<file path="src/rtl/gpdb_pkg.sv">
package gpdb_pkg;
  // Clocks after reset release during which outputs load from the synchronizer
  localparam int unsigned LOAD_CYC = 3;
  localparam int unsigned LOAD_W   = $clog2(LOAD_CYC + 1);

  typedef enum logic [1:0] {
    MODE_PASS = 2'd0,
    MODE_FAST = 2'd1,
    MODE_SLOW = 2'd2
  } filt_mode_e;
endpackage

</file>
<file path="src/rtl/gpdb_sync.sv">
module gpdb_sync #(
  parameter int unsigned W = 32
) (
  input  logic         clk_i,
  input  logic         rst_ni,
  input  logic [W-1:0] d_i,
  output logic [W-1:0] q_o
);
  logic [W-1:0] st1_q, st2_q;

  always_ff @(posedge clk_i or negedge rst_ni) begin
    if (!rst_ni) begin
      st1_q <= '0;
      st2_q <= '0;
    end else begin
      st1_q <= d_i;
      st2_q <= st1_q;
    end
  end

  assign q_o = st2_q;
endmodule

</file>
<file path="src/rtl/gpdb_tick.sv">
module gpdb_tick #(
  parameter int unsigned DIV_W = 24
) (
  input  logic             clk_i,
  input  logic             rst_ni,
  input  logic [DIV_W-1:0] div_i,
  output logic             tick_o,
  output logic [DIV_W:0]   cnt_o,
  output logic [DIV_W-1:0] div_q_o
);
  localparam int unsigned CW = DIV_W + 1;

  logic [CW-1:0]    cnt_q, cnt_d;
  logic [DIV_W-1:0] div_q;
  logic [CW-1:0]    term;
  logic             chg;

  always_comb begin
    term   = {div_i, 1'b1};
    chg    = (div_i != div_q);
    tick_o = !chg && (cnt_q == term);
    if (chg || tick_o) cnt_d = '0;
    else               cnt_d = cnt_q + CW'(1);
  end

  always_ff @(posedge clk_i or negedge rst_ni) begin
    if (!rst_ni) begin
      cnt_q <= '0;
      div_q <= '0;
    end else begin
      cnt_q <= cnt_d;
      div_q <= div_i;
    end
  end

  assign cnt_o   = cnt_q;
  assign div_q_o = div_q;
endmodule

</file>
<file path="src/rtl/gpdb_pin_filter.sv">
module gpdb_pin_filter
  import gpdb_pkg::*;
(
  input  logic clk_i,
  input  logic rst_ni,
  input  logic load_i,
  input  logic en_i,
  input  logic sel_i,
  input  logic tick_i,
  input  logic sync_i,
  output logic filt_o
);
  filt_mode_e mode;
  logic       smp_en;
  logic       samp_q, samp_d;
  logic       filt_q, filt_d;

  always_comb begin
    if (!en_i)      mode = MODE_PASS;
    else if (sel_i) mode = MODE_SLOW;
    else            mode = MODE_FAST;
    smp_en = (mode == MODE_FAST) || ((mode == MODE_SLOW) && tick_i);
    samp_d = samp_q;
    filt_d = filt_q;
    if (load_i || (mode == MODE_PASS)) begin
      samp_d = sync_i;
      filt_d = sync_i;
    end else if (smp_en) begin
      samp_d = sync_i;
      if (sync_i == samp_q) filt_d = sync_i;
    end
  end

  always_ff @(posedge clk_i or negedge rst_ni) begin
    if (!rst_ni) begin
      samp_q <= 1'b0;
      filt_q <= 1'b0;
    end else begin
      samp_q <= samp_d;
      filt_q <= filt_d;
    end
  end

  assign filt_o = filt_q;
endmodule

</file>
<file path="src/rtl/gpio_debounce_filter.sv">
module gpio_debounce_filter
  import gpdb_pkg::*;
#(
  parameter int unsigned NPINS = 32,
  parameter int unsigned DIV_W = 24
) (
  input  logic             clk_i,
  input  logic             rst_ni,
  input  logic [NPINS-1:0] pin_raw_i,
  input  logic [NPINS-1:0] dbnc_en_i,
  input  logic [NPINS-1:0] slow_sel_i,
  input  logic [DIV_W-1:0] div_val_i,
  output logic [NPINS-1:0] pin_filt_o
);
  logic [NPINS-1:0]  pin_sync;
  logic              tick_on;
  logic [DIV_W:0]    tick_cnt;
  logic [DIV_W-1:0]  div_held;
  logic [LOAD_W-1:0] ld_q, ld_d;
  logic              load_on;

  gpdb_sync #(.W(NPINS)) u_sync (
    .clk_i (clk_i),
    .rst_ni(rst_ni),
    .d_i   (pin_raw_i),
    .q_o   (pin_sync)
  );

  gpdb_tick #(.DIV_W(DIV_W)) u_tick (
    .clk_i  (clk_i),
    .rst_ni (rst_ni),
    .div_i  (div_val_i),
    .tick_o (tick_on),
    .cnt_o  (tick_cnt),
    .div_q_o(div_held)
  );

  always_comb begin
    load_on = (ld_q != LOAD_W'(LOAD_CYC));
    ld_d    = load_on ? ld_q + LOAD_W'(1) : ld_q;
  end

  always_ff @(posedge clk_i or negedge rst_ni) begin
    if (!rst_ni) ld_q <= '0;
    else         ld_q <= ld_d;
  end

  for (genvar p = 0; p < NPINS; p++) begin : g_pin
    gpdb_pin_filter u_filt (
      .clk_i (clk_i),
      .rst_ni(rst_ni),
      .load_i(load_on),
      .en_i  (dbnc_en_i[p]),
      .sel_i (slow_sel_i[p]),
      .tick_i(tick_on),
      .sync_i(pin_sync[p]),
      .filt_o(pin_filt_o[p])
    );
  end
endmodule

</file>
<file path="config.mk">
export PLATFORM = sky130hd
export DESIGN_NAME = gpio_debounce_filter
export DESIGN_NICKNAME = d
export VERILOG_FILES = /design/src/rtl/gpdb_pkg.sv /design/src/rtl/gpdb_sync.sv /design/src/rtl/gpdb_tick.sv /design/src/rtl/gpdb_pin_filter.sv /design/src/rtl/gpio_debounce_filter.sv
export SDC_FILE = /design/constraint.sdc
export NUM_CORES = 1
export LEC_CHECK = 0
export BUFFER_PORTS_ARGS = -buffer_cell sky130_fd_sc_hd__buf_4
export CAP_MARGIN = 20
export CORE_MARGIN = 5
export CORE_UTILIZATION = 59
export DETAILED_ROUTE_END_ITERATION = 6
export PLACE_DENSITY = 0.95
export SLEW_MARGIN = 5
export SYNTH_ARGS = -nofsm -noshare
export SYNTH_HDL_FRONTEND = slang
export SYNTH_SLANG_ARGS = --single-unit
</file>
<file path="constraint.sdc">
create_clock -name clk_i -period 3.6 [get_ports clk_i]
set_input_delay 0.72 -clock clk_i [delete_from_list [all_inputs] [get_ports clk_i]]
set_output_delay 0.72 -clock clk_i [all_outputs]
set_load 0.005 [all_outputs]
</file>
## Yosys cells after proc, flatten, opt, wreduce, memory -nomap -nowiden

Index checks and enable logic that the tools add are counted.

- $add $sub $neg: 2
- Eq/ne operators: 99
- Mux-type cells: 225
- Reduce and logical (&&, ||, !) cells: 227

Operators by type and width:

| operator | count |
|---|---|
| $mux 1 | 160 |
| $mux 2 | 64 |
| $reduce_bool 2->1 | 64 |
| $logic_or 1x1->1 | 65 |
| $eq 2x1->1 const B | 32 |
| $eq 2x2->1 const B | 32 |
| $logic_not 2->1 | 32 |
| $reduce_and 2->1 | 32 |
| $logic_and 1x1->1 | 33 |
| $eq 1x1->1 | 32 |
| $add 25x1->25 const B | 1 |
| $eq 25x25->1 | 1 |
| $mux 25 | 1 |
| $ne 24x24->1 | 1 |
| $add 2x1->2 const B | 1 |
| $ne 2x2->1 const B | 1 |
| $logic_not 1->1 | 1 |

- Bits in registers: 179
- Bits of input ports: 122
- Output and inout bits: 32
- Logic and storage cells: 622

## Depth between registers and ports, before layout

Gate-level depths: netlist (run 1).

- Word-level depth: 7
- Gate-level depth with buffers: 9
- Gate-level depth less buffers: 6

## Modules after synthesis

A second synthesis (run 1) with hierarchy kept.

- Cell total of the unflattened synthesis: 656
- Area total of the unflattened synthesis: 7472.2 µm²

Modules (own cells, without submodules):

| module | times used | cells each | area an instance (µm²) | seq. area each (µm²) |
|---|---|---|---|---|
| gpdb_pin_filter | 32 | 12 | 106.4 | 50.0 |
| gpdb_tick | 1 | 202 | 2377.3 | 1226.2 |
| gpdb_sync | 1 | 64 | 1601.5 | 1601.5 |
| gpio_debounce_filter | 1 | 6 | 90.1 | 50.0 |

## Worst setup path after synthesis (run 1)

No wires, ideal clock.

- Path kind: input port to flip-flop
- Start point: input port div_val_i[7]
- End point: register g_pin[10].u_filt.filt_q
- Arrival time: 2.229 ns
- Setup slack: 1.252 ns
- Cell stages on the path: 8
- Path through: xnor2_1 nand4_1 nor4_1 nand4_1 buf_2 buf_6 a22o_1 a21bo_1

- Word-level cells in the longest chain between the ends: 7

Ends and longest elaborated chain:

| element | line | text |
|---|---|---|
| start: declaration | gpio_debounce_filter.sv:12 | `input logic [DIV_W-1:0] div_val_i,` |
| $ne 24x24->1 | gpdb_tick.sv:20 | `chg = (div_i != div_q);` |
| $logic_not 1->1 | gpdb_tick.sv:21 | `tick_o = !chg && (cnt_q == term);` |
| $logic_and 1x1->1 (*) | gpdb_tick.sv:21 |  |
| $logic_and 1x1->1 (*) | gpdb_pin_filter.sv:22 | `smp_en = (mode == MODE_FAST) \|\| ((mode == MODE_SLOW) && tick_i);` |
| $logic_or 1x1->1 (*) | gpdb_pin_filter.sv:22 |  |
| $reduce_bool 2->1 (no source line) (*) | n/a |  |
| $reduce_and 2->1 (no source line) (*) | n/a |  |
| end signal: assignment | gpdb_pin_filter.sv:40 | `filt_q <= filt_d;` |
| end: declaration | gpdb_pin_filter.sv:16 | `logic filt_q, filt_d;` |

Mark *: on every way between the ends. The rest lies on a longest branch, timed or not.
A chain may end at the register's enable or synchronous reset.

## Worst setup path after layout (run 1)

- Start point: input port div_val_i[18]
- End point: register g_pin[31].u_filt.samp_q

- Word-level cells in the longest chain between the ends: 6

Ends and longest elaborated chain:

| element | line | text |
|---|---|---|
| $ne 24x24->1 | gpdb_tick.sv:20 |  |
| $logic_not 1->1 | gpdb_tick.sv:21 |  |
| $logic_and 1x1->1 (*) | gpdb_tick.sv:21 |  |
| $logic_and 1x1->1 (*) | gpdb_pin_filter.sv:22 |  |
| $logic_or 1x1->1 (*) | gpdb_pin_filter.sv:22 |  |
| $reduce_bool 2->1 (no source line) (*) | n/a |  |
| end signal: assignment | gpdb_pin_filter.sv:39 | `samp_q <= samp_d;` |
| end: declaration | gpdb_pin_filter.sv:15 | `logic samp_q, samp_d;` |

Marks and branches as above.

==> results of run 1 <==
-- flip-flops by register name, summed over array words and instances (netlist names) --
name / cells
u_sync.st1_q: 32
g_pin.u_filt.filt_o: 32
ld_q: 2
u_sync.q_o: 32
u_tick.div_q_o: 24
u_tick.cnt_o: 25
g_pin.u_filt.samp_q: 32
-- routing by layer --
layer / part of all wire [%] / GRT usage [%] / up-vias
met3: 7.7 / 6.10 / 45
met5: 0 / 0 / -
li1: - / - / 2629
met2: 49 / 36.7 / 255
met1: 41 / 30.8 / 2812
met4: 2.5 / 8.23 / 0
-- cells by family after synthesis --
kind of cell	Yosys count	synth area share [%]
muxes	33	4.73
and+or+nand+nor	244	16.0
DFF	179	57.0
buffers and inverters	58	4.41
xor gates and xnor gates	72	8.02
AOI/OAI and AO/OA	95	9.57
adders and majority gates	2	0.318
-- per-stage QoR --
stage | power, mW | cells | setup slack [ns]
finish | 4.66 | 993 | 0.958
global route | 4.85 | 993 | 0.925
CTS | 4.70 | 993 | 1.05
global placement | 2.71 | 961 | 0.780
detailed placement | 2.73 | 961 | 0.680
floorplan | 2.49 | 683 | 1.25
-- cells in the mapped netlist (16+ instances only) --
cell      instances  area share, %
mux2_2           33            4.7
clkbuf_1         16           0.76
nor2_1           34            1.6
nand2b_1         31            2.5
nand3_1          75            4.8
nand2_1          41            2.0
nand4_1          49            3.9
o21ai_0          31            2.0
a21bo_2          21            2.7
xnor2_1          59            6.6
dfrtp_1         179             57
buf_4            32            3.1
a22o_1           31            3.5
-- area by class of cell --
cell class,count,area (sq um)
multi-input cells,446,3050
clock buffers,19,453
clock inverters,13,181
flip-flops and latches,179,4480
repair buffers,158,1210
inverters,2,7.51
fillers,870,3540
well taps,176,220
-- power by group through the flow --
stage / clock network [mW] / registers (mW) / logic [mW]
6_report: 1.96 / 2.20 / 0.494
5_1_grt: 2.09 / 2.22 / 0.547
4_1_cts: 2.00 / 2.20 / 0.501
3_5_place_dp: 0 / 2.24 / 0.495
3_3_place_gp: 0 / 2.23 / 0.476
2_1_floorplan: 0 / 2.21 / 0.275
-- critical path, cell delays in order --
cell     delay [ns]
buf_4          0.13
xnor2_1        0.17
nand4_1        0.17
nor4_1         0.47
nand4_1        0.21
buf_4          0.42
nand4_1        0.23
mux2_2         0.35
-- final timing paths --
path | depth (start not counted) | from | end | slack (ns)
hold / removal | 0 | u_sync.st1_q[26] | u_sync.q_o[26] | 0.34
hold reg to reg | 0 | u_sync.st1_q[26] | u_sync.q_o[26] | 0.34
min in group asynchronous | 1 | rst_ni | u_sync.q_o[21] | 0.35
max in group asynchronous | 2 | rst_ni | u_sync.st1_q[14] | 2.52
setup / recovery | 8 | div_val_i[18] | g_pin[31].u_filt.samp_q | 0.96
setup reg to reg | 7 | u_tick.div_q_o[18] | g_pin[31].u_filt.samp_q | 0.99
==> impl_metrics.ini, run 1 <==
[setup_path]
cp_data_required_time_ns = 3.90
end_kind = register
setup.worst_path.start_class = input port
worstSetupPathType = in -> reg
crit_fanout = 87
arrival_ns = 2.94

[run]
drv_cap = 0

[timing]
fmax_mhz = 379
period_share_pct = 73.4
whs_ns = 0.342
setup_tns_ns = 0
maxSlewViolCount = 0
setup_viol = 0
timing.final.crit_period_ns = 2.64
rsz0062_at_grt = false
fin_skew_ns = 0.00739
hold_viol = 0
max_slew_margin_pct = 31.9
tightest_slew_ns = 1.02

[drt]
via_count = 5741
wl_per_cell_microns = 17.4
first_iter_violations = 538
vias_per_cell = 5.78
first_pass_iters = 5
routed_wl_microns = 17300
drc = 0
ant_nets = 0

[power_and_ir_drop]
p_per_area_mw_per_mm2 = 485
pwr-share-clk_pct = 42.1
p_leak_nw = 4.28
p_int_mw = 3.62
seqPwrFrac_pct = 47.3
peakVddDrop_uv = 306
p_sw_share_pct = 22.3
p_comb_share_pct = 10.6
p_switching_mw = 1.04

[finish]
layout_common_cells = dfrtp_1 (179), buf_4 (155), nand3_1 (75)
n_antenna_cell = 0
syn2layout_area_growth_pct = 22.2
layout_commonest_cell = dfrtp_1
finalInstanceArea_sq_mm = 0.00960
layout-drive-gt1-share_pct = 30.1
postLayoutCoreUtil_pct = 73.1
nets = 928

[floorplan]
rows = 42
dieArea_sq_mm = 0.0157
num_io_pins = 154
floorplan.initialDensity_pct = 59.8
dieHeight_microns = 125
die_x_microns = 125
core_sq_mm = 0.0131

[clocking]
clock-sinks = 179
cts_hold_buf = 0
root_buffer = clkbuf_16
cts-htree-levels = 4
clk_pin_slew_ns = 0.07
cts.path.max_buffers = 2
cts_tree = yes
cts_resized = 0
numCtsBuffers = 17
cts_setup_buffers = 0
insertion_delay_ns = 0.42

[yosys]
syn-num-nets = 807
postSynthCellCount = 683
ys_types = 27
ys_warn_count = 0
synth_edf_count = 0
synth.avg_cell_area_sq_um = 11.5
ys_seq_area_share_pct = 57.0
synth-async-reset-ratio_pct = 100
dominantRegCellSynth = dfrtp_1
syn_area_sq_mm = 0.00786
synth-seq-cells = 179

[grt]
track_usage_pct = 23.0
grt_pass1_wl_microns = 29300
grt_max_degree = 99
first_global_vias = 5778
grt.overflow.total = 0
antenna_found_initial = 0

[placed_design]
portBuffers = 153
placed_area_sq_mm = 0.00897
post-dp-hpwl_microns = 11900
gp_congestion = 0.925

[outcome]
status = finished clean

[worst_hold_path]
min_path_type = reg -> reg
(Power assumes the default switching activity.)
==> inputs of run 2 (changes only) <==
Settings changed: ABC_AREA set to 1, CORE_UTILIZATION 59 to 56, PLACE_DENSITY 0.95 to 0.91.
Clock period 3.6 ns to 2.7 ns, I/O delays scaled along.
==> impl_metrics.ini, run 2 <==
[run]
drv_cap = 0

[yosys]
synthAdderAreaFrac_pct = 0.307
ys_seq_area_share_pct = 54.9
postSynthCellCount = 1006
synth-xor-area-share_pct = 1.50
synthMuxAreaShare_pct = 0.138
netlist.area_leader.share_pct = 54.9
synth_commonest_cells = nand2_1 (364), dfrtp_1 (179), nor2_1 (106), inv_1 (92), nand3_1 (72)
synth_area_leaders = dfrtp_1 (55%), nand2_1 (17%), nor2_1 (4.9%), nand3_1 (4.4%), inv_1 (4.2%)
synth_compound_area_share_pct = 3.70
synth.avg_cell_area_sq_um = 8.10
yosysTopAreaCell = dfrtp_1
synthSimpleGateAreaFrac_pct = 31.0
synth_edf_count = 0
dominantRegCellSynth = dfrtp_1
synth-seq-cells = 179
synth-async-reset-ratio_pct = 100
synth_top_family_by_area = simple AND/OR/NAND/NOR gates
syn_area_sq_mm = 0.00815
syn-num-nets = 1130
synth.most_common_cell = nand2_1
ys_types = 28
ys_warn_count = 0

[setup_path]
cp_data_required_time_ns = 3.03
r2r_start = u_tick.cnt_o[0]
reg2reg_slack_ns = 0.69
path_buf_inv = 1
crit_fanout = 8
critical_path.top_delay_family = simple AND/OR/NAND/NOR gates
worstSetupPathType = reg -> reg
cpMostUsedCell = nand2_1
arrival_ns = 2.34
cp_cell_sequence = ha_1, nand2_1, inv_1, nand2_1, nor2_1, nand4_1, nor2_2, a21oi_1, nor3_1
r2r_end = u_tick.cnt_o[20]
startpoint = u_tick.cnt_o[0]
end_kind = register
rr_worst_depth = 9
max_stage_delay_ns = 0.41
worst_path_max_delay_cell = dfrtp_1
setup.worst_path.start_class = register

[finish]
fin_cells = 1340
n_antenna_cell = 0
layout-drive-gt1-share_pct = 20.2
layout_commonest_cell = nand2_1
fillers = 1066
ff_latch_area_sq_mm = 0.00448
syn2layout_area_growth_pct = 22.6
nets = 1267
layout_common_cells = nand2_1 (364), dfrtp_1 (179), buf_4 (157)
multiInputGateArea_sq_mm = 0.00298

[timing]
period_share_pct = 74.5
max_slew_margin_pct = 53.5
hold_viol = 0
rsz0062_at_grt = false
setup_tns_ns = 0
timing.final.crit_period_ns = 2.01
setup_viol = 0
maxSlewViolCount = 0
tightest_slew_ns = 0.698
fmax_mhz = 497
fin_skew_ns = 0.00751
whs_ns = 0.139

[floorplan]
rows = 44
core_sq_mm = 0.0144
floorplan.initialDensity_pct = 56.5
dieHeight_microns = 131
dieArea_sq_mm = 0.0171
num_io_pins = 154
die_x_microns = 131

[clocking]
root_buffer = clkbuf_16
cts.path.max_buffers = 2
insertion_delay_ns = 0.42
clk_pin_slew_ns = 0.06
cts_hold_buf = 0
cts-htree-levels = 4
numCtsBuffers = 17
cts_resized = 0
clock-sinks = 179
cts_tree = yes
cts_setup_buffers = 0

[drt]
via_count = 6742
ant_nets = 0
wl_per_cell_microns = 13.0
vias_per_cell = 5.03
routed_wl_microns = 17400
first_iter_violations = 373
drc = 0
first_pass_iters = 5

[grt]
grt.overflow.total = 0
grt_pass1_wl_microns = 28600
grt_max_degree = 74
antenna_found_initial = 0
track_usage_pct = 21.2
first_global_vias = 6510

[power_and_ir_drop]
p_per_area_mw_per_mm2 = 629
peakVddDrop_uv = 455
finalPower_mw = 6.29
p_leak_nw = 5.34

[placed_design]
gp_congestion = 0.871
place_inst = 1308
post-dp-hpwl_microns = 12800
portBuffers = 153

[worst_hold_path]
min_path_type = in -> async

[outcome]
status = finished clean
[run 2: kinds of logic after synthesis]
logic type	count (synthesis)
AOI/OAI and AO/OA	60
adders and majority gates	2
and+or+nand+nor	605
DFF	179
muxes	1
buffers and inverters	145
xor gates and xnor gates	14
[run 2: final cells by class]
cell class | instances | area share (%)
clock buffers | 25 | 5.06
clock inverters | 7 | 1.44
inverters | 101 | 3.79
multi-input cells | 682 | 29.9
flip-flops and latches | 179 | 44.8
well taps | 184 | 2.30
repair buffers | 162 | 12.7
[run 2: worst max path at each step]
| stage | end | slack (ns) | depth (start not counted) |
|---|---|---|---|
| after floorplan | g_pin[0].u_filt.filt_o | 1.02 | 14 |
| after global placement | g_pin[20].u_filt.filt_o | 0.63 | 14 |
| after detailed placement | g_pin[13].u_filt.filt_o | 0.56 | 14 |
| after CTS | u_tick.cnt_o[20] | 0.69 | 9 |
| after global routing | u_tick.cnt_o[24] | 0.53 | 10 |
| final | u_tick.cnt_o[20] | 0.69 | 9 |
[run 2: stage by stage]
step                      setup WS [ns]  area, sq um  util (%)
after floorplan                    1.02         8150         -
after global placement            0.632         9340      64.8
after detailed placement          0.559         9340      64.8
after CTS                         0.686         9990      69.3
after global routing              0.526         9990      69.3
final                             0.690         9990      69.3
[run 2: per-layer routing]
layer | wire length [microns] | vias up | global-route usage [%]
li1 | - | 3359 | -
met1 | 6950 | 3114 | 25.8
met2 | 8820 | 224 | 36.2
met3 | 1070 | 45 | 4.19
met4 | 560 | 0 | 10.0
met5 | 0 | - | 0
[run 2: where the power goes]
| part | total (mW) | switching [mW] | leakage, nW | internal, mW |
|---|---|---|---|---|
| clock network | 2.66 | 0.980 | 0.310 | 1.68 |
| logic | 0.669 | 0.332 | 2.86 | 0.337 |
| registers | 2.96 | 0.108 | 2.16 | 2.85 |
==> inputs of run 3 (changes only) <==
Clock period 2.7 ns to 2 ns, I/O delays scaled along.
==> impl_metrics.ini, run 3 (synthesized netlist as in run 2, its figures left out) <==
[clocking]
root_buffer = clkbuf_16
insertion_delay_ns = 0.42
cts-htree-levels = 4
clock-sinks = 179
cts_tree = yes
numCtsBuffers = 17
clk_pin_slew_ns = 0.06
cts.path.max_buffers = 2

[finish]
layout_commonest_cell = nand2_1
layout-drive-gt1-share_pct = 21.2
syn2layout_area_growth_pct = 23.1
layout_common_cells = nand2_1 (364), dfrtp_1 (176), buf_4 (161)
n_antenna_cell = 0
finalInstanceArea_sq_mm = 0.0100
fillers = 1117
nets = 1274

[timing]
whs_ns = 0.0819
maxSlewViolCount = 0
fin_skew_ns = 0.00912
tightest_slew_ns = 0.556
hold_viol = 0
period_share_pct = 95.5
fmax_mhz = 524
timing.final.crit_period_ns = 1.91
max_slew_margin_pct = 62.6
rsz0062_at_grt = true
setup_viol = 0

[setup_path]
cp_cell_sequence = inv_1, nand2_1, nand4_1, nor2_1, nand2_1, nor2_2, nand2_4, buf_16, nand2_2, nand2_1, nand2_1, nand2_1
worstSetupPathType = reg -> reg
path_buf_inv = 2
arrival_ns = 2.22
startpoint = u_tick.cnt_o[4]
max_stage_delay_ns = 0.43
critical_path.top_delay_family = simple AND/OR/NAND/NOR gates
cp_data_required_time_ns = 2.31
end_kind = register
worst_path_max_delay_cell = dfrtp_1
r2r_start = u_tick.cnt_o[4]
crit_fanout = 16
cpMostUsedCell = nand2_1
setup.worst_path.start_class = register

[drt]
wl_per_cell_microns = 14.0
first_pass_iters = 5
vias_per_cell = 5.13
routed-wl-met3_microns = 1320
dr_wl_met2_microns = 9610
drc = 0
top_layer = met4
m1WireLength_microns = 7300
routed_wl_microns = 18800
ant_nets = 0
first_iter_violations = 457
via_count = 6906

[power_and_ir_drop]
p_leak_nw = 5.36
p_switching_mw = 1.93
p_comb_share_pct = 11.2
finalPower_mw = 8.09
p_int_mw = 6.17
p_sw_share_pct = 23.8
seqPwrFrac_pct = 49.4
peakVddDrop_uv = 530
pwr-share-clk_pct = 39.3
p_per_area_mw_per_mm2 = 807

[placed_design]
post-dp-hpwl_microns = 13000
portBuffers = 153
gp_congestion = 0.854
placed_area_sq_mm = 0.00934

[grt]
grt.overflow.total = 0
first_global_vias = 6681
track_usage_pct = 21.4
grt_pass1_wl_microns = 28900
grt_max_degree = 101
antenna_found_initial = 0

[floorplan]
core_sq_mm = 0.0144
dieArea_sq_mm = 0.0171
die_x_microns = 131
num_io_pins = 154
dieHeight_microns = 131
rows = 44
floorplan.initialDensity_pct = 56.5

[worst_hold_path]
holdCritStartpoint = pin_raw_i[2]
min_path_type = in -> reg

[run]
drv_cap = 0

[outcome]
status = finished clean
run 3: area by class of cell:
class	count	area, sq um	share of cell area, %
multi-input combinational	682	3010	30.0
sequential	179	4480	44.7
inverter	101	379	3.78
clock buffer	22	454	4.53
tap	184	230	2.29
clock inverter	9	106	1.06
timing repair buffer	169	1370	13.6
run 3: worst paths after layout:
path / to / slack (ns) / cells past startpoint
min: u_sync.st1_q[2] / 0.08 / 1
max: g_pin[10].u_filt.filt_o / 0.09 / 12
max in group asynchronous: u_tick.cnt_o[21] / 1.00 / 3
max reg2reg: g_pin[10].u_filt.filt_o / 0.09 / 12
min in group asynchronous: u_sync.q_o[14] / 0.55 / 3
min reg2reg: u_sync.q_o[27] / 0.35 / 0
run 3: power by group through the flow:
stage	Sequential, mW	Combinational (mW)	Clock, mW
2_1_floorplan	4.02	0.522	0
3_3_place_gp	4.05	0.868	0
3_5_place_dp	4.06	0.909	0
4_1_cts	4.00	0.919	3.23
5_1_grt	4.03	1.02	3.40
6_report	4.00	0.909	3.18
run 3: routing by layer:
metal / GRT usage, % / vias to the layer above
met5: 0 / -
met1: 25.3 / 3238
met2: 37.0 / 238
met3: 4.80 / 43
li1: - / 3387
met4: 10.6 / 0
run 3: per-stage QoR:
step | TNS [ns] | setup WS [ns] | std cells | utilization, %
floorplan | 0 | 0.392 | 1006 | -
global placement | 0 | 0.118 | 1307 | 64.7
detailed placement | 0 | 0.0710 | 1307 | 64.7
CTS | 0 | 0.0821 | 1339 | 68.7
global route | -1.59 | -0.113 | 1346 | 69.6
finish | 0 | 0.0903 | 1346 | 69.6
run 3: what timing repair did:
action                                  in CTS  in global routing
hold buffers                                 1                  0
resized for setup                            0                 11
hold endpoints to repair                     1                  0
setup buffers                                0                  5
endpoints found under the setup margin       0                 42
